--- src/rtl/tte_pkg.sv ---
package tte_pkg;
  typedef enum logic [1:0] {
    ST_IDLE,
    ST_STR,
    ST_TBL,
    ST_WR
  } tte_state_t;
endpackage

--- src/rtl/tte_operands.sv ---
// Holds the operand values captured when an operation is accepted.
module tte_operands #(
  parameter int AW = 16,
  parameter int LW = 8
) (
  input  logic          clk,
  input  logic          rst,
  input  logic          capture,
  input  logic [AW-1:0] str_in,
  input  logic [AW-1:0] tbl_in,
  input  logic [LW-1:0] len_in,
  output logic [AW-1:0] str_q,
  output logic [AW-1:0] tbl_q,
  output logic [LW-1:0] len_q
);
  always_ff @(posedge clk) begin
    if (rst) begin
      str_q <= '0;
      tbl_q <= '0;
      len_q <= '0;
    end else if (capture) begin
      str_q <= str_in;
      tbl_q <= tbl_in;
      len_q <= len_in;
    end
  end
endmodule

--- src/rtl/tte_cursor.sv ---
// Pointer and down-counter pair: used for both the hidden and the visible cursor.
module tte_cursor #(
  parameter int AW = 16,
  parameter int LW = 8
) (
  input  logic          clk,
  input  logic          rst,
  input  logic          load,
  input  logic          step,
  input  logic [AW-1:0] load_ptr,
  input  logic [LW-1:0] load_cnt,
  output logic [AW-1:0] ptr,
  output logic [LW-1:0] cnt,
  output logic          last
);
  always_ff @(posedge clk) begin
    if (rst) begin
      ptr <= '0;
      cnt <= '0;
    end else if (load) begin
      ptr <= load_ptr;
      cnt <= load_cnt;
    end else if (step) begin
      ptr <= ptr + AW'(1);
      cnt <= cnt - LW'(1);
    end
  end

  assign last = (cnt == LW'(1));
endmodule

--- src/rtl/tte_ctrl.sv ---
// Sequencer: rehearsal pass on the hidden cursor, then commit pass on the visible one.
module tte_ctrl
  import tte_pkg::*;
#(
  parameter int AW = 16,
  parameter int LW = 8,
  parameter int DW = 8
) (
  input  logic          clk,
  input  logic          rst,
  input  logic          start,
  input  logic [LW-1:0] len_in,
  input  logic          mem_ack,
  input  logic          mem_fault,
  input  logic [DW-1:0] mem_rdata,
  input  logic [AW-1:0] mem_addr,
  input  logic          sh_last,
  input  logic          vis_last,
  output tte_state_t    state,
  output logic          pass_dry,
  output logic          capture,
  output logic          sh_step,
  output logic          vis_load,
  output logic          vis_step,
  output logic [DW-1:0] byte_q,
  output logic [DW-1:0] entry_q,
  output logic          done,
  output logic          fault,
  output logic [AW-1:0] fault_addr
);
  logic ok_ack;
  logic bad_ack;

  assign ok_ack   = mem_ack && !mem_fault;
  assign bad_ack  = mem_ack && mem_fault;
  assign capture  = (state == ST_IDLE) && start && (len_in != '0);
  assign sh_step  = (state == ST_TBL) && ok_ack && pass_dry && !sh_last;
  assign vis_load = (state == ST_TBL) && ok_ack && pass_dry && sh_last;
  assign vis_step = (state == ST_WR) && ok_ack;

  always_ff @(posedge clk) begin
    if (rst) begin
      state      <= ST_IDLE;
      pass_dry   <= 1'b1;
      done       <= 1'b0;
      fault      <= 1'b0;
      fault_addr <= '0;
      byte_q     <= '0;
      entry_q    <= '0;
    end else begin
      done  <= 1'b0;
      fault <= 1'b0;
      if (state != ST_IDLE && bad_ack) begin
        fault      <= 1'b1;
        fault_addr <= mem_addr;
        pass_dry   <= 1'b1;
        state      <= ST_IDLE;
      end else begin
        unique case (state)
          ST_IDLE: begin
            if (start) begin
              if (len_in == '0) begin
                done <= 1'b1;
              end else begin
                pass_dry <= 1'b1;
                state    <= ST_STR;
              end
            end
          end
          ST_STR: begin
            if (ok_ack) begin
              byte_q <= mem_rdata;
              state  <= ST_TBL;
            end
          end
          ST_TBL: begin
            if (ok_ack) begin
              entry_q <= mem_rdata;
              if (pass_dry) begin
                if (sh_last) pass_dry <= 1'b0;
                state <= ST_STR;
              end else begin
                state <= ST_WR;
              end
            end
          end
          ST_WR: begin
            if (ok_ack) begin
              if (vis_last) begin
                done  <= 1'b1;
                state <= ST_IDLE;
              end else begin
                state <= ST_STR;
              end
            end
          end
          default: state <= ST_IDLE;
        endcase
      end
    end
  end
endmodule

--- src/rtl/translate_engine.sv ---
module translate_engine
  import tte_pkg::*;
#(
  parameter int AW = 16,
  parameter int LW = 8,
  parameter int DW = 8
) (
  input  logic          clk,
  input  logic          rst,
  input  logic          start,
  input  logic [AW-1:0] str_base,
  input  logic [AW-1:0] tbl_base,
  input  logic [LW-1:0] len,
  output logic          mem_req,
  output logic          mem_we,
  output logic [AW-1:0] mem_addr,
  output logic [DW-1:0] mem_wdata,
  input  logic          mem_ack,
  input  logic          mem_fault,
  input  logic [DW-1:0] mem_rdata,
  output logic          busy,
  output logic          done,
  output logic          fault,
  output logic [AW-1:0] fault_addr,
  output logic [AW-1:0] vis_ptr,
  output logic [LW-1:0] vis_cnt
);
  localparam int NCUR = 2;   // index 0: hidden rehearsal cursor, 1: visible cursor

  tte_state_t    state;
  logic          pass_dry;
  logic          capture, sh_step, vis_load, vis_step;
  logic [DW-1:0] byte_q, entry_q;
  logic [AW-1:0] str_q, tbl_q;
  logic [LW-1:0] len_q;

  logic [NCUR-1:0]         cur_load, cur_step, cur_last;
  logic [NCUR-1:0][AW-1:0] cur_ptr;
  logic [NCUR-1:0][LW-1:0] cur_cnt;
  logic [NCUR-1:0][AW-1:0] cur_lptr;
  logic [NCUR-1:0][LW-1:0] cur_lcnt;

  tte_operands #(.AW(AW), .LW(LW)) u_ops (
    .clk(clk), .rst(rst), .capture(capture),
    .str_in(str_base), .tbl_in(tbl_base), .len_in(len),
    .str_q(str_q), .tbl_q(tbl_q), .len_q(len_q)
  );

  assign cur_load = {vis_load, capture};
  assign cur_step = {vis_step, sh_step};
  assign cur_lptr = {str_q, str_base};
  assign cur_lcnt = {len_q, len};

  for (genvar g = 0; g < NCUR; g++) begin : g_cur
    tte_cursor #(.AW(AW), .LW(LW)) u_cur (
      .clk(clk), .rst(rst),
      .load(cur_load[g]), .step(cur_step[g]),
      .load_ptr(cur_lptr[g]), .load_cnt(cur_lcnt[g]),
      .ptr(cur_ptr[g]), .cnt(cur_cnt[g]), .last(cur_last[g])
    );
  end

  tte_ctrl #(.AW(AW), .LW(LW), .DW(DW)) u_ctrl (
    .clk(clk), .rst(rst), .start(start), .len_in(len),
    .mem_ack(mem_ack), .mem_fault(mem_fault), .mem_rdata(mem_rdata),
    .mem_addr(mem_addr),
    .sh_last(cur_last[0]), .vis_last(cur_last[1]),
    .state(state), .pass_dry(pass_dry), .capture(capture),
    .sh_step(sh_step), .vis_load(vis_load), .vis_step(vis_step),
    .byte_q(byte_q), .entry_q(entry_q),
    .done(done), .fault(fault), .fault_addr(fault_addr)
  );

  // Request signals decode only registered state.
  always_comb begin
    mem_addr = '0;
    unique case (state)
      ST_STR:  mem_addr = pass_dry ? cur_ptr[0] : cur_ptr[1];
      ST_TBL:  mem_addr = tbl_q + AW'(byte_q);
      ST_WR:   mem_addr = cur_ptr[1];
      default: mem_addr = '0;
    endcase
  end

  assign mem_req   = (state != ST_IDLE);
  assign mem_we    = (state == ST_WR);
  assign mem_wdata = entry_q;
  assign busy      = (state != ST_IDLE);
  assign vis_ptr   = cur_ptr[1];
  assign vis_cnt   = cur_cnt[1];
endmodule

--- config.mk ---
export PLATFORM = sky130hd
export DESIGN_NAME = translate_engine
export DESIGN_NICKNAME = d
export VERILOG_FILES = /design/src/rtl/tte_pkg.sv /design/src/rtl/tte_operands.sv /design/src/rtl/tte_cursor.sv /design/src/rtl/tte_ctrl.sv /design/src/rtl/translate_engine.sv
export SDC_FILE = /design/constraint.sdc
export NUM_CORES = 1
export LEC_CHECK = 0
export ABC_AREA = 1
export ABC_CLOCK_PERIOD_IN_PS = 3300
export BUFFER_PORTS_ARGS = -buffer_cell sky130_fd_sc_hd__buf_2
export CORE_MARGIN = 8
export CORE_UTILIZATION = 48
export CTS_CLUSTER_SIZE = 12
export DETAILED_ROUTE_END_ITERATION = 10
export PLACE_DENSITY = 0.7
export RECOVER_POWER = 100
export SETUP_SLACK_MARGIN = 0.05
export SKIP_LAST_GASP = 1
export SLEW_MARGIN = 5
export SYNTH_ARGS = -nofsm -noshare
export SYNTH_HDL_FRONTEND = slang
export SYNTH_SLANG_ARGS = --single-unit
--- constraint.sdc ---
create_clock -name clk -period 3.3 [get_ports clk]
set_clock_uncertainty 0.15 [all_clocks]
set_input_delay 0.33 -clock clk [delete_from_list [all_inputs] [get_ports clk]]
set_output_delay 0.33 -clock clk [all_outputs]
set_load 0.005 [all_outputs]
Word-level counts from Yosys, hierarchy flattened
Index checks and enable logic that the tools add are counted.
{ "totals": {"register_bits": 125, "input_bits": 53, "wordCells": 84} }
{ "op_classes": {"addsub": 5, "eq_ne": 10, "muxes": 30, "n_bitwise": 1, "n_reduce_logical": 24} }
{ "ops": {"columns": ["op", "count"], "rows": [
  ["2-to-1 mux 16 bit", 5],
  ["one-hot mux 16 bit (3 select lines)", 1],
  ["adder 16 x 1 -> 16 bit, second input constant", 2],
  ["2-to-1 mux 8 bit", 4],
  ["adder 16 x 8 -> 16 bit", 1],
  ["== test 8 x 1 -> 1 bit, second input constant", 2],
  ["subtractor 8 x 1 -> 8 bit, second input constant", 2],
  ["2-to-1 mux 2 bit", 6],
  ["2-to-1 mux 1 bit", 11],
  ["logical AND 1 bit", 10],
  ["zero test 8 bit", 1],
  ["one-hot mux 2 bit (4 select lines)", 1],
  ["nonzero test 2 bit", 4],
  ["nonzero test 8 bit", 1],
  ["inequality test 2 x 1 -> 1 bit, second input constant", 3],
  ["AND reduction 3 bit", 2],
  ["AND reduction 5 bit", 1],
  ["== test 2 bit, second input constant", 2],
  ["inequality test 2 bit, second input constant", 2],
  ["one-hot mux 1 bit (2 select lines)", 2],
  ["AND reduction 4 bit", 1],
  ["== test 2 x 1 -> 1 bit, second input constant", 1],
  ["zero test 1 bit", 2],
  ["zero test 2 bit", 1],
  ["other kinds (2)", 2]
]} }

Logic depth before layout (Yosys ltp)
Gate-level depths: netlist of run 1.
{ "depth": {"depth_word": 7, "depth_mapped": 14, "depth_no_buf": 14} }

Cells and area by module
From an unflattened synthesis of run 1, not the netlist that was laid out.
{ "hier_totals": {"hier_cells": 1104, "hier_area_um2": 7233.2} }
{ "modules_own_cells": {"columns": ["module", "instances", "cells_each", "area_each_um2", "seq_area_each_um2"], "rows": [
  ["tte_cursor", 2, 225, 1490.2, 480.5],
  ["tte_operands", 1, 254, 1661.6, 800.8],
  ["tte_ctrl", 1, 175, 1488.9, 740.7],
  ["translate_engine", 1, 225, 1102.3, 0.0]
]} }

Worst setup path after synthesis of run 1
No wires, ideal clock.
{ "synth_path": {"path_type": "reg-to-output", "start": "register u_ctrl.byte_q[0]", "end": "output mem_addr[12]", "t_arrival_ns": 1.591, "t_required_ns": 2.820, "setup_slack_ns": 1.229, "stages_incl_launch_ff": 13, "n_path_buf": 0, "path_cell_list": "dfxtp_1 ha_1 inv_1 fa_1 inv_1 nand3_1 nand3_1 nand2_1 nand2_1 nand2_1 nand2_1 nand3_1 a21oi_1"} }
{ "synth_between": {"elab_chain_cells": 2} }
{ "synth_lines": {"columns": ["item", "line_no", "source"], "rows": [
  ["start: declaration", "tte_ctrl.sv:25", "output logic [DW-1:0] byte_q,"],
  ["start signal: assignment", "tte_ctrl.sv:72", "byte_q <= mem_rdata;"],
  ["adder 16 x 8 -> 16 bit", "translate_engine.sv:79", "ST_TBL: mem_addr = tbl_q + AW'(byte_q);"],
  ["one-hot mux 16 bit (3 select lines)", "translate_engine.sv:77", "unique case (state)"],
  ["end: declaration", "translate_engine.sv:16", "output logic [AW-1:0] mem_addr,"]
]} }
Every way passes these cells.

Worst setup path in the final report of run 1
{ "layout_path": {"start": "register u_ctrl.state[0]", "end": "register u_ctrl.fault_addr[0]"} }
{ "layout_between": {"elab_chain_cells": 2, "elab_cells_between_ends": 6, "classes_between": "eq/ne (3); mux (1); reduce/logical (2)"} }
{ "layout_lines": {"columns": ["item", "line_no", "source"], "rows": [
  ["start: declaration", "tte_ctrl.sv:19", "output tte_state_t state,"],
  ["start signal: assignment", "tte_ctrl.sv:43", "state <= ST_IDLE;"],
  ["start signal: assignment", "tte_ctrl.sv:57", "state <= ST_IDLE;"],
  ["start signal: assignment", "tte_ctrl.sv:66", "state <= ST_STR;"],
  ["== test 2 bit, or another cell as far along", "translate_engine.sv:77", null],
  ["one-hot mux 16 bit (3 select lines) / logical AND 1 bit (equally long branches)", "translate_engine.sv:77, tte_ctrl.sv:53", null],
  ["end signal: assignment", "tte_ctrl.sv:55", "fault_addr <= mem_addr;"],
  ["end: declaration", "tte_ctrl.sv:29", "output logic [AW-1:0] fault_addr"]
]} }
Parallel ways exist; a longest one is shown, timed or not.
A chain may end at the register's enable or synchronous reset.

==> run_results.csv, run 1 <==
group,metric,value,unit
routing,routed_via_density,5.24,
place,hpwl,14.8,mm
finish,drive_gt1_share,11.9,%
routing,route.detailed.drc,0,
place,place_congestion,0.873,
routing,drt_wl_total,20.1,mm
clocking,cts_max_path_buffers,2,
setup_path,end_kind,"register",
grt,grtUsageTotal,21.9,%
synth,synth_seq_area_share,35.8,%
grt,grt_max_degree,39,
grt,antenna_found_initial,1,
timing,grt_setup_unrepaired,"false",
die,die_x,137,µm
clocking,insertion_delay,0.42,ns
routing,met3WireLength,1.32,mm
synth,netlist_area,0.00699,mm²
synth,synth_edf_count,0,
setup_path,worst_ep_arrival_time,3.14,ns
timing,fmax,0.341,GHz
grt,grt_pass1_vias,6561,
grt,grt_pass1_wl,32.3,mm
finish,finalNonFillerCells,1329,
setup_path,start_kind,"register",
finish,layout.cells.most_common_list,"nand2_1, dfxtp_1, inv_1",
die,die-area,0.0187,mm²
synth,ys.flop_type,"dfxtp_1",
timing,final-hold-violation-count,0,
routing,dr.pass1.iters,6,
setup_path,required,3.51,ns
place,placed_cells,1289,
die,fp-row-count,44,
clocking,root_buffer,"clkbuf_16",
routing,wl_per_cell,15.1,µm
power,power,5.05,mW
clocking,cts_made_buffers,17,
clocking,clock_sinks,125,
synth,ys_seq_elements,125,
setup_path,crit_type,"register to register",
die,start_util,48.6,%
timing,period_share,89.0,%
synth,synth.distinct_cells,42,
hold_path,hold_path_class,"input port to register",
timing,finalSetupTns,0,ns
routing,ant_nets,0,
clocking,clk_pin_slew,0.06,ns
place,dp_slack,0.681,ns
clocking,cts.repair.resized,0,
place,port_buffers,121,
timing,slew_viol_final,18,
finish,layout.nets,1203,
routing,initialDrtViolationCount,625,
timing,worst_slack,0.363,ns
outcome,failed_checks,"max-capacitance violations, max-slew violations",
finish,fin_util,56.2,%
die,coreArea,0.0144,mm²
power,ir_drop,0.423,mV
routing,via_count,6961,
die,boundaryPins,122,
outcome,status,"complete, but fails checks",
finish,syn2layout_area_growth,15.6,%
power,power.leakage,3.62,nW
routing,wl_met1,8.74,mm
clocking,postCtsHoldBufs,7,
job,cap_violations,1,
timing,worst_pin_slew,1.66,ns
timing,relSlewSlack,-11.6,%
routing,route.met2.wl,9.60,mm
finish,layout_commonest_cell,"nand2_1",
synth,ys.warnings.count,0,
power,p_per_area,625,mW/mm²
routing,highest_layer,"met4",
synth,synth.avg_cell_area,6.73,µm²
setup_path,worstPathMaxFanout,17,
synth,synthArstFlopShare,0,%
die,die_h,137,µm
clocking,cts_setup_buffers,0,
clocking,h-tree-depth,4,
synth,syn_inst,1039,
clocking,cts_tree,"done",
timing,setup_viol,0,
grt,grt.overflow.total,0,
synth,synth_nets,1111,
timing,period_needed,2.94,ns
## state kept, by name, summed over array words and instances, names as in the netlist, 2 cells and up
name / cells
u_ops.tbl_q: 16
u_ops.len_q: 8
g_cur.u_cur.cnt: 16
u_ops.str_q: 16
g_cur.u_cur.ptr: 32
u_ctrl.entry_q: 8
u_ctrl.fault_addr: 16
u_ctrl.state: 2
u_ctrl.byte_q: 8
## critical path, cell delays in order (launching register included)
cell	delay, ns
dfxtp_1	0.41
inv_1	0.09
ha_1	0.28
nor4_2	1.38
o21ai_0	0.41
nand2_1	0.15
## stage by stage
stage	area [µm²]	hold slack, ns
after floorplan	6990	0.287
after global placement	7490	0.284
after detailed placement	7490	0.287
after CTS	8190	0.00854
after global routing	8080	0.0177
final	8080	0.0140
## cells in the mapped netlist (2+ instances only)
master	instances	share of area, %
a21oi_1	96	6.9
a22o_1	2	0.25
a22oi_1	11	1.2
a31oi_1	8	0.72
buf_2	13	0.93
buf_4	30	3.2
buf_6	4	0.64
clkbuf_1	16	0.86
clkinv_2	2	0.14
dfxtp_1	125	36
ha_1	18	3.2
inv_1	103	5.5
inv_2	8	0.43
nand2_1	298	16
nand2_2	3	0.27
nand2_4	4	0.64
nand3_1	68	4.9
nand4_1	2	0.18
nor2_1	75	4.0
nor2_2	5	0.45
nor3_1	17	1.2
nor3_4	2	0.47
o211ai_1	11	1.2
o21ai_0	67	4.8
o21ai_1	8	0.57
o21bai_1	2	0.21
o221ai_1	2	0.25
or2_2	3	0.27
xor2_1	23	2.9
## metal layers
metal | vias to the layer above | global-route usage, %
met5 | - | 0
li1 | 3531 | -
met2 | 200 | 36.7
met1 | 3198 | 26.5
met3 | 32 | 5.62
met4 | 0 | 7.63
## layout make-up
class / count / area (µm²)
sequential: 125 / 2500
fill: 1497 / 6290
multi-input combinational: 736 / 3630
antenna: 1 / 2.50
inverter: 114 / 433
clock buffer: 22 / 484
clock inverter: 10 / 136
tap: 184 / 230
timing repair buffer: 137 / 661
## worst paths after layout
kind	slack, ns	start	endpoint	depth (start not counted)
hold reg to reg	0.30	u_ctrl.fault_addr[14]	u_ctrl.fault_addr[14]	2
hold / removal	0.01	mem_rdata[2]	u_ctrl.entry_q[2]	3
setup reg to reg	0.36	u_ctrl.state[0]	u_ctrl.fault_addr[0]	5
setup / recovery	0.36	u_ctrl.state[0]	u_ctrl.fault_addr[0]	5
## cell families after synthesis
| family | count (synthesis) | synth area share (%) |
|---|---|---|
| fa+ha+maj | 19 | 3.51 |
| simple gates | 482 | 29.2 |
| compound gates | 211 | 16.5 |
| flops | 125 | 35.8 |
| xor+xnor | 24 | 3.01 |
| buf+inv | 178 | 11.9 |
## power breakdown
part	switching, mW	internal, mW	leakage [nW]
combinational	0.854	0.387	2.30
clock	0.688	1.26	0.298
sequential	0.156	1.70	1.02
total	1.70	3.35	3.62
(Power assumes the default switching activity.)
==> inputs of run 2 (changes only) <==
--- a/config.mk
+++ b/config.mk
@@ -5,14 +5,13 @@
 export SDC_FILE = /design/constraint.sdc
 export NUM_CORES = 1
 export LEC_CHECK = 0
-export ABC_AREA = 1
 export ABC_CLOCK_PERIOD_IN_PS = 3300
 export BUFFER_PORTS_ARGS = -buffer_cell sky130_fd_sc_hd__buf_2
 export CORE_MARGIN = 8
 export CORE_UTILIZATION = 48
 export CTS_CLUSTER_SIZE = 12
 export DETAILED_ROUTE_END_ITERATION = 10
-export PLACE_DENSITY = 0.7
+export PLACE_DENSITY = 0.71
 export RECOVER_POWER = 100
 export SETUP_SLACK_MARGIN = 0.05
 export SKIP_LAST_GASP = 1
==> run 2 against run 1 <==
- the run now ends clean
- critical path type is now register to output port
- sequential share of layout area rose by 2.3 points
- global-route usage fell by 0.43 points
- area after synthesis fell by 9.7%
- highest routed layer unchanged
==> run_results.csv, run 2 <==
group,metric,value,unit
timing,period_share,96.3,%
synth,ys.warnings.count,0,
die,start_util,48.4,%
synth,ys.flop_type,"dfxtp_1",
setup_path,r2r_slack,0.24,ns
clocking,root_buffer,"clkbuf_16",
timing,relSlewSlack,23.2,%
timing,fmax,0.315,GHz
synth,synthArstFlopShare,0,%
setup_path,max_stage_delay,0.40,ns
setup_path,required,2.82,ns
synth,synth.area.top_cells,"dfxtp_1, nand2_1, a21oi_1",
timing,setup_viol,0,
synth,netlist_area,0.00631,mm²
routing,via_count,5947,
grt,grt.overflow.total,0,
timing,worst_pin_slew,1.15,ns
die,die-area,0.0171,mm²
setup_path,crit_type,"register to output port",
finish,largest_reg_flops,32,
synth,yosysMostFrequentCell,"nand2_1",
setup_path,critPathSlowestCell,"fa_1",
die,coreArea,0.0130,mm²
setup_path,setup.worst_path.end,"mem_addr[10]",
routing,drt_wl_total,18.0,mm
setup_path,crit_buf_inv,3,
synth,synth.avg_cell_area,7.87,µm²
routing,routed_via_density,5.51,
grt,grt_pass1_vias,5594,
finish,top_register,"g_cur.u_cur.ptr",
power,ir_drop,0.455,mV
outcome,status,"finished clean",
setup_path,worstPathCellList,"ha_1, inv_1, fa_1, nand2b_4, a21oi_4, o31ai_2, xnor2_1, a222oi_1, buf_4, nor2_1, buf_2",
setup_path,worstReg2RegStart,"g_cur[0].u_cur.cnt[2]",
synth,synthTopCellsByCount,"nand2_1, dfxtp_1, a21oi_1, nor2_1, clkbuf_1",
synth,synth_seq_area_share,39.7,%
synth,syn_inst,802,
routing,dr.pass1.iters,9,
grt,antenna_found_initial,0,
synth,synth.distinct_cells,58,
synth,synth_edf_count,0,
job,cap_violations,0,
die,boundaryPins,122,
setup_path,critical_path.startpoint,"u_ops.tbl_q[0]",
routing,route.detailed.drc,0,
finish,fill_cells,1268,
timing,slew_viol_final,0,
finish,layout.nets,963,
setup_path,worstPathMaxFanout,3,
timing,period_needed,3.18,ns
place,hpwl,13.0,mm
clocking,clock_sinks,125,
synth,ys_seq_elements,125,
finish,drive_gt1_share,16.0,%
hold_path,hold_path_class,"input port to register",
clocking,insertion_delay,0.42,ns
setup_path,r2r_cells,6,
finish,antenna_cells,0,
power,p_per_area,643,mW/mm²
synth,synth_nets,874,
grt,grtUsageTotal,21.4,%
timing,worst_slack,0.121,ns
grt,grt_pass1_wl,28.5,mm
setup_path,worst_ep_arrival_time,2.70,ns
setup_path,start_kind,"register",
hold_path,hold_depth,3,
routing,wl_per_cell,16.7,µm
clocking,clk_pin_slew,0.05,ns
place,port_buffers,121,
grt,grt_max_degree,68,
finish,layout.cells.most_common_list,"nand2_1, dfxtp_1, buf_2",
synth,synth_top_area_cell,"dfxtp_1",
clocking,h-tree-depth,4,
die,fp-row-count,42,
finish,fin_util,57.7,%
routing,initialDrtViolationCount,511,
setup_path,cpLargestDelayFamily,"compound AO/OA/AOI/OAI gates",
place,dp_slack,0.544,ns
setup_path,end_kind,"output port",
die,die_h,131,µm
finish,layout_commonest_cell,"nand2_1",
routing,ant_nets,0,
clocking,cts_tree,"done",
die,die_x,131,µm
clocking,cts_max_path_buffers,2,
clocking,cts_made_buffers,17,
finish,syn2layout_area_growth,19.1,%
setup_path,rr_endpoint,"g_cur[1].u_cur.ptr[3]",
setup_path,cp.depth,11,
synth,yosys.area.top_type_share,39.7,%
power,power.leakage,2.97,nW
place,place_congestion,0.902,
timing,final-hold-violation-count,0,
run 2: what timing repair did:
item,in CTS,in global routing
setup buffers,0,3
hold buffers,7,0
setup endpoints to repair,0,4
resized for setup,0,7
endpoints found under the hold margin,7,0
run 2: layout make-up:
cell class	count	area (µm²)	share of cell area, %
Clock inverter	5	77.6	1.03
Timing Repair Buffer	142	737	9.81
Tap cell	176	220	2.93
Inverter	18	67.6	0.899
Sequential cell	125	2500	33.3
Clock buffer	27	523	6.96
Multi-Input combinational cell	587	3390	45.1
run 2: worst min-delay path by stage:
| stage | startpoint | to | slack [ns] |
|---|---|---|---|
| floorplan | u_ops.len_q[1] | g_cur[1].u_cur.cnt[1] | 0.29 |
| global placement | u_ctrl.fault_addr[5] | u_ctrl.fault_addr[5] | 0.28 |
| detailed placement | u_ctrl.fault_addr[3] | u_ctrl.fault_addr[3] | 0.29 |
| CTS | tbl_base[3] | u_ops.tbl_q[3] | 0.001 |
| global route | tbl_base[5] | u_ops.tbl_q[5] | 0.01 |
| finish | tbl_base[5] | u_ops.tbl_q[5] | 0.01 |
run 2: metal layers:
layer	part of all wire (%)	global-route usage, %	vias to the layer above
li1	-	-	2942
met5	0	0	-
met4	3.4	10.5	0
met3	7.1	5.19	31
met1	45	27.6	2785
met2	44	32.9	189
run 2: worst min-delay path, stage by stage:
cell	delay [ns]
buf_2	0.10
nand2_1	0.05
a21oi_1	0.05
run 2: kinds of logic (layout without fill, tap and decap cells):
family / Yosys count / count (layout) / synth area share [%]
flip-flops: 125 / 125 / 39.7
buffers and inverters: 90 / 192 / 7.00
multiplexers: 3 / 3 / 0.515
AO/OA/AOI/OAI: 184 / 184 / 18.4
XOR/XNOR: 52 / 52 / 7.22
adder cells (fa/ha/maj): 19 / 19 / 3.89
AND/OR/NAND/NOR: 329 / 329 / 23.4
run 2: stage by stage:
step                power, mW  instances  hold slack [ns]  area [µm²]  setup TNS (ns)
floorplan                2.65        802            0.287        6310               0
global route             5.08       1080           0.0108        7520         -0.0369
detailed placement       2.99       1038            0.292        6860               0
global placement         2.98       1038            0.281        6860               0
CTS                      4.86       1077          0.00122        7530               0
finish                   4.83       1080           0.0111        7520               0
run 2: where the power goes:
group	internal [mW]	switching (mW)	total, mW
sequential	1.70	0.176	1.88
combinational	0.377	0.710	1.09
clock	1.23	0.640	1.87
==> inputs of run 3 (changes only) <==
--- a/config.mk
+++ b/config.mk
@@ -5,7 +5,7 @@
 export SDC_FILE = /design/constraint.sdc
 export NUM_CORES = 1
 export LEC_CHECK = 0
-export ABC_CLOCK_PERIOD_IN_PS = 3300
+export ABC_CLOCK_PERIOD_IN_PS = 3460
 export BUFFER_PORTS_ARGS = -buffer_cell sky130_fd_sc_hd__buf_2
 export CORE_MARGIN = 8
 export CORE_UTILIZATION = 48
@@ -13,6 +13,7 @@
 export DETAILED_ROUTE_END_ITERATION = 10
 export PLACE_DENSITY = 0.71
 export RECOVER_POWER = 100
+export REMOVE_ABC_BUFFERS = 1
 export SETUP_SLACK_MARGIN = 0.05
 export SKIP_LAST_GASP = 1
 export SLEW_MARGIN = 5
==> constraint.sdc (replaced) <==
create_clock -name clk -period 3.46 [get_ports clk]
set_clock_uncertainty 0.15 [all_clocks]
set_input_delay 0.346 -clock clk [delete_from_list [all_inputs] [get_ports clk]]
set_output_delay 0.346 -clock clk [all_outputs]
set_load 0.005 [all_outputs]
==> run 3 against run 2 <==
- the run now ends with max-capacitance violations, max-slew violations left
- combinational power barely moved
- global-route usage is 0.41 points higher
- non-clock buffer count is 8 lower
- core utilization down 0.37 points
- highest routed layer unchanged
- critical path depth fell by 4
- via count shrank 0.72%
- sequential share of layout area up 0.22 points
- register-to-register slack better by 0.03 ns
- clock-buffer cell count shrank 5
- setup slack improved by 0.039 ns
- sequential cell count is the same
==> run_results.csv, run 3 (synthesized netlist as in run 2, its figures left out) <==
group,metric,value,unit
timing,period_needed,3.30,ns
grt,antenna_found_initial,0,
routing,ant_nets,0,
routing,route.detailed.drc,0,
place,hpwl,12.8,mm
clocking,clock_sinks,125,
grt,grt.overflow.total,0,
power,p_per_area,645,mW/mm²
finish,antenna_cells,0,
finish,layout_commonest_cell,"nand2_1",
timing,final-hold-violation-count,0,
finish,layout.cells.most_common_list,"nand2_1, dfxtp_1, a21oi_1",
setup_path,start_kind,"register",
timing,worst_pin_slew,1.62,ns
finish,seqCellArea,0.00250,mm²
setup_path,worst_ep_arrival_time,2.80,ns
routing,highest_layer,"met4",
power,power.internal,3.31,mW
routing,routed_via_density,5.51,
place,port_buffers,121,
outcome,status,"complete, but fails checks",
setup_path,end_kind,"output port",
hold_path,hold_start,"tbl_base[7]",
finish,syn2layout_area_growth,18.3,%
clocking,root_buffer,"clkbuf_16",
clocking,insertion_delay,0.42,ns
finish,drive_gt1_share,13.1,%
routing,via_count,5904,
power,clkPwrFrac,41.0,%
grt,grt_pass1_wl,29.0,mm
power,share_seq_of_total_power,36.7,%
power,power,4.81,mW
die,die_h,131,µm
outcome,failed_checks,"max-capacitance violations, max-slew violations",
clocking,cts_made_buffers,17,
die,coreArea,0.0130,mm²
setup_path,worstReg2RegStart,"g_cur[0].u_cur.cnt[2]",
power,switchingPower,1.51,mW
die,fp-row-count,42,
routing,met3WireLength,1.34,mm
clocking,cts_tree,"done",
timing,fmax,0.303,GHz
setup_path,required,2.96,ns
routing,wl_per_cell,17.0,µm
finish,top_register,"g_cur.u_cur.ptr",
job,cap_violations,1,
place,place_congestion,0.882,
hold_path,hold_path_class,"input port to register",
routing,initialDrtViolationCount,530,
clocking,h-tree-depth,4,
routing,dr.pass1.iters,5,
setup_path,r2r_cells,5,
die,boundaryPins,122,
finish,layout.nets,955,
finish,final_area,0.00747,mm²
grt,grt_max_degree,66,
power,combPwrFrac,22.2,%
setup_path,critical_path.startpoint,"u_ctrl.state[1]",
place,place_area,0.00688,mm²
setup_path,r2r_slack,0.27,ns
finish,fill_cells,1275,
timing,grt_setup_unrepaired,"true",
setup_path,worstPathMaxFanout,16,
setup_path,crit_type,"register to output port",
finish,multi_input_area,0.00338,mm²
timing,period_share,95.4,%
clocking,clk_pin_slew,0.06,ns
power,power.leakage,2.83,nW
routing,wl_met1,8.09,mm
power,ir_drop,0.367,mV
grt,grtUsageTotal,21.8,%
setup_path,setup.worst_path.end,"mem_addr[8]",
routing,drt_wl_total,18.2,mm
finish,largest_reg_flops,32,
die,die_x,131,µm
timing,setup_viol,0,
timing,slew_viol_final,47,
timing,finalSetupTns,0,ns
die,die-area,0.0171,mm²
setup_path,rr_endpoint,"g_cur[1].u_cur.cnt[6]",
power,switching_share,31.3,%
timing,relSlewSlack,-8.15,%
grt,grt_pass1_vias,5675,
clocking,cts_max_path_buffers,2,
die,start_util,48.4,%
routing,route.met2.wl,8.31,mm
## run 3: critical path, stage by stage, from the launching register on
cell      delay [ns]
dfxtp_1         0.34
inv_1           0.12
ha_1            0.17
buf_4           0.20
and2_0          0.85
a22oi_1         0.25
a21oi_1         0.30
clkbuf_1        0.15
## run 3: timing repair
action	in CTS	in global routing
hold buffers	0	0
buffers inserted	0	1
setup endpoints to repair	0	3
gates resized for setup	0	4
## run 3: worst min path at each step
stage | cells past startpoint | endpoint | slack, ns
after global routing | 3 | u_ops.str_q[10] | 0.02
after global placement | 2 | u_ctrl.fault_addr[0] | 0.28
after floorplan | 1 | g_cur[0].u_cur.cnt[7] | 0.26
final | 3 | u_ops.tbl_q[7] | 0.02
after CTS | 3 | u_ops.tbl_q[4] | 0.004
after detailed placement | 2 | u_ctrl.fault_addr[2] | 0.29
## run 3: final cells by class
type / instances / share of cell area (%)
Clock buffer: 22 / 6.35
Multi-Input combinational cell: 587 / 45.3
Inverter: 18 / 0.905
Clock inverter: 10 / 2.48
Timing Repair Buffer: 134 / 8.53
Sequential cell: 125 / 33.5
Tap cell: 176 / 2.95
## run 3: metal layers
layer	track usage [%]	up-vias
met2	35.2	192
met3	5.76	35
met5	0	-
met1	27.3	2758
met4	8.64	0
li1	-	2919
## run 3: power by group through the flow
stage	clock, mW	sequential (mW)	combinational (mW)
after global placement	0	1.79	1.07
after detailed placement	0	1.79	1.08
after floorplan	0	1.76	0.683
after CTS	2.00	1.77	1.09
after global routing	2.06	1.79	1.19
final	1.98	1.77	1.07
## run 3: per-stage QoR
stage          setup WS [ns]  cells  hold WS (ns)  utilization [%]
2_1_floorplan          0.542    730         0.261                -
3_3_place_gp           0.593   1039         0.283             52.8
3_5_place_dp           0.523   1039         0.291             52.8
4_1_cts               0.0742   1071       0.00390             57.8
5_1_grt              0.00981   1072        0.0215             57.3
6_report               0.160   1072        0.0188             57.3
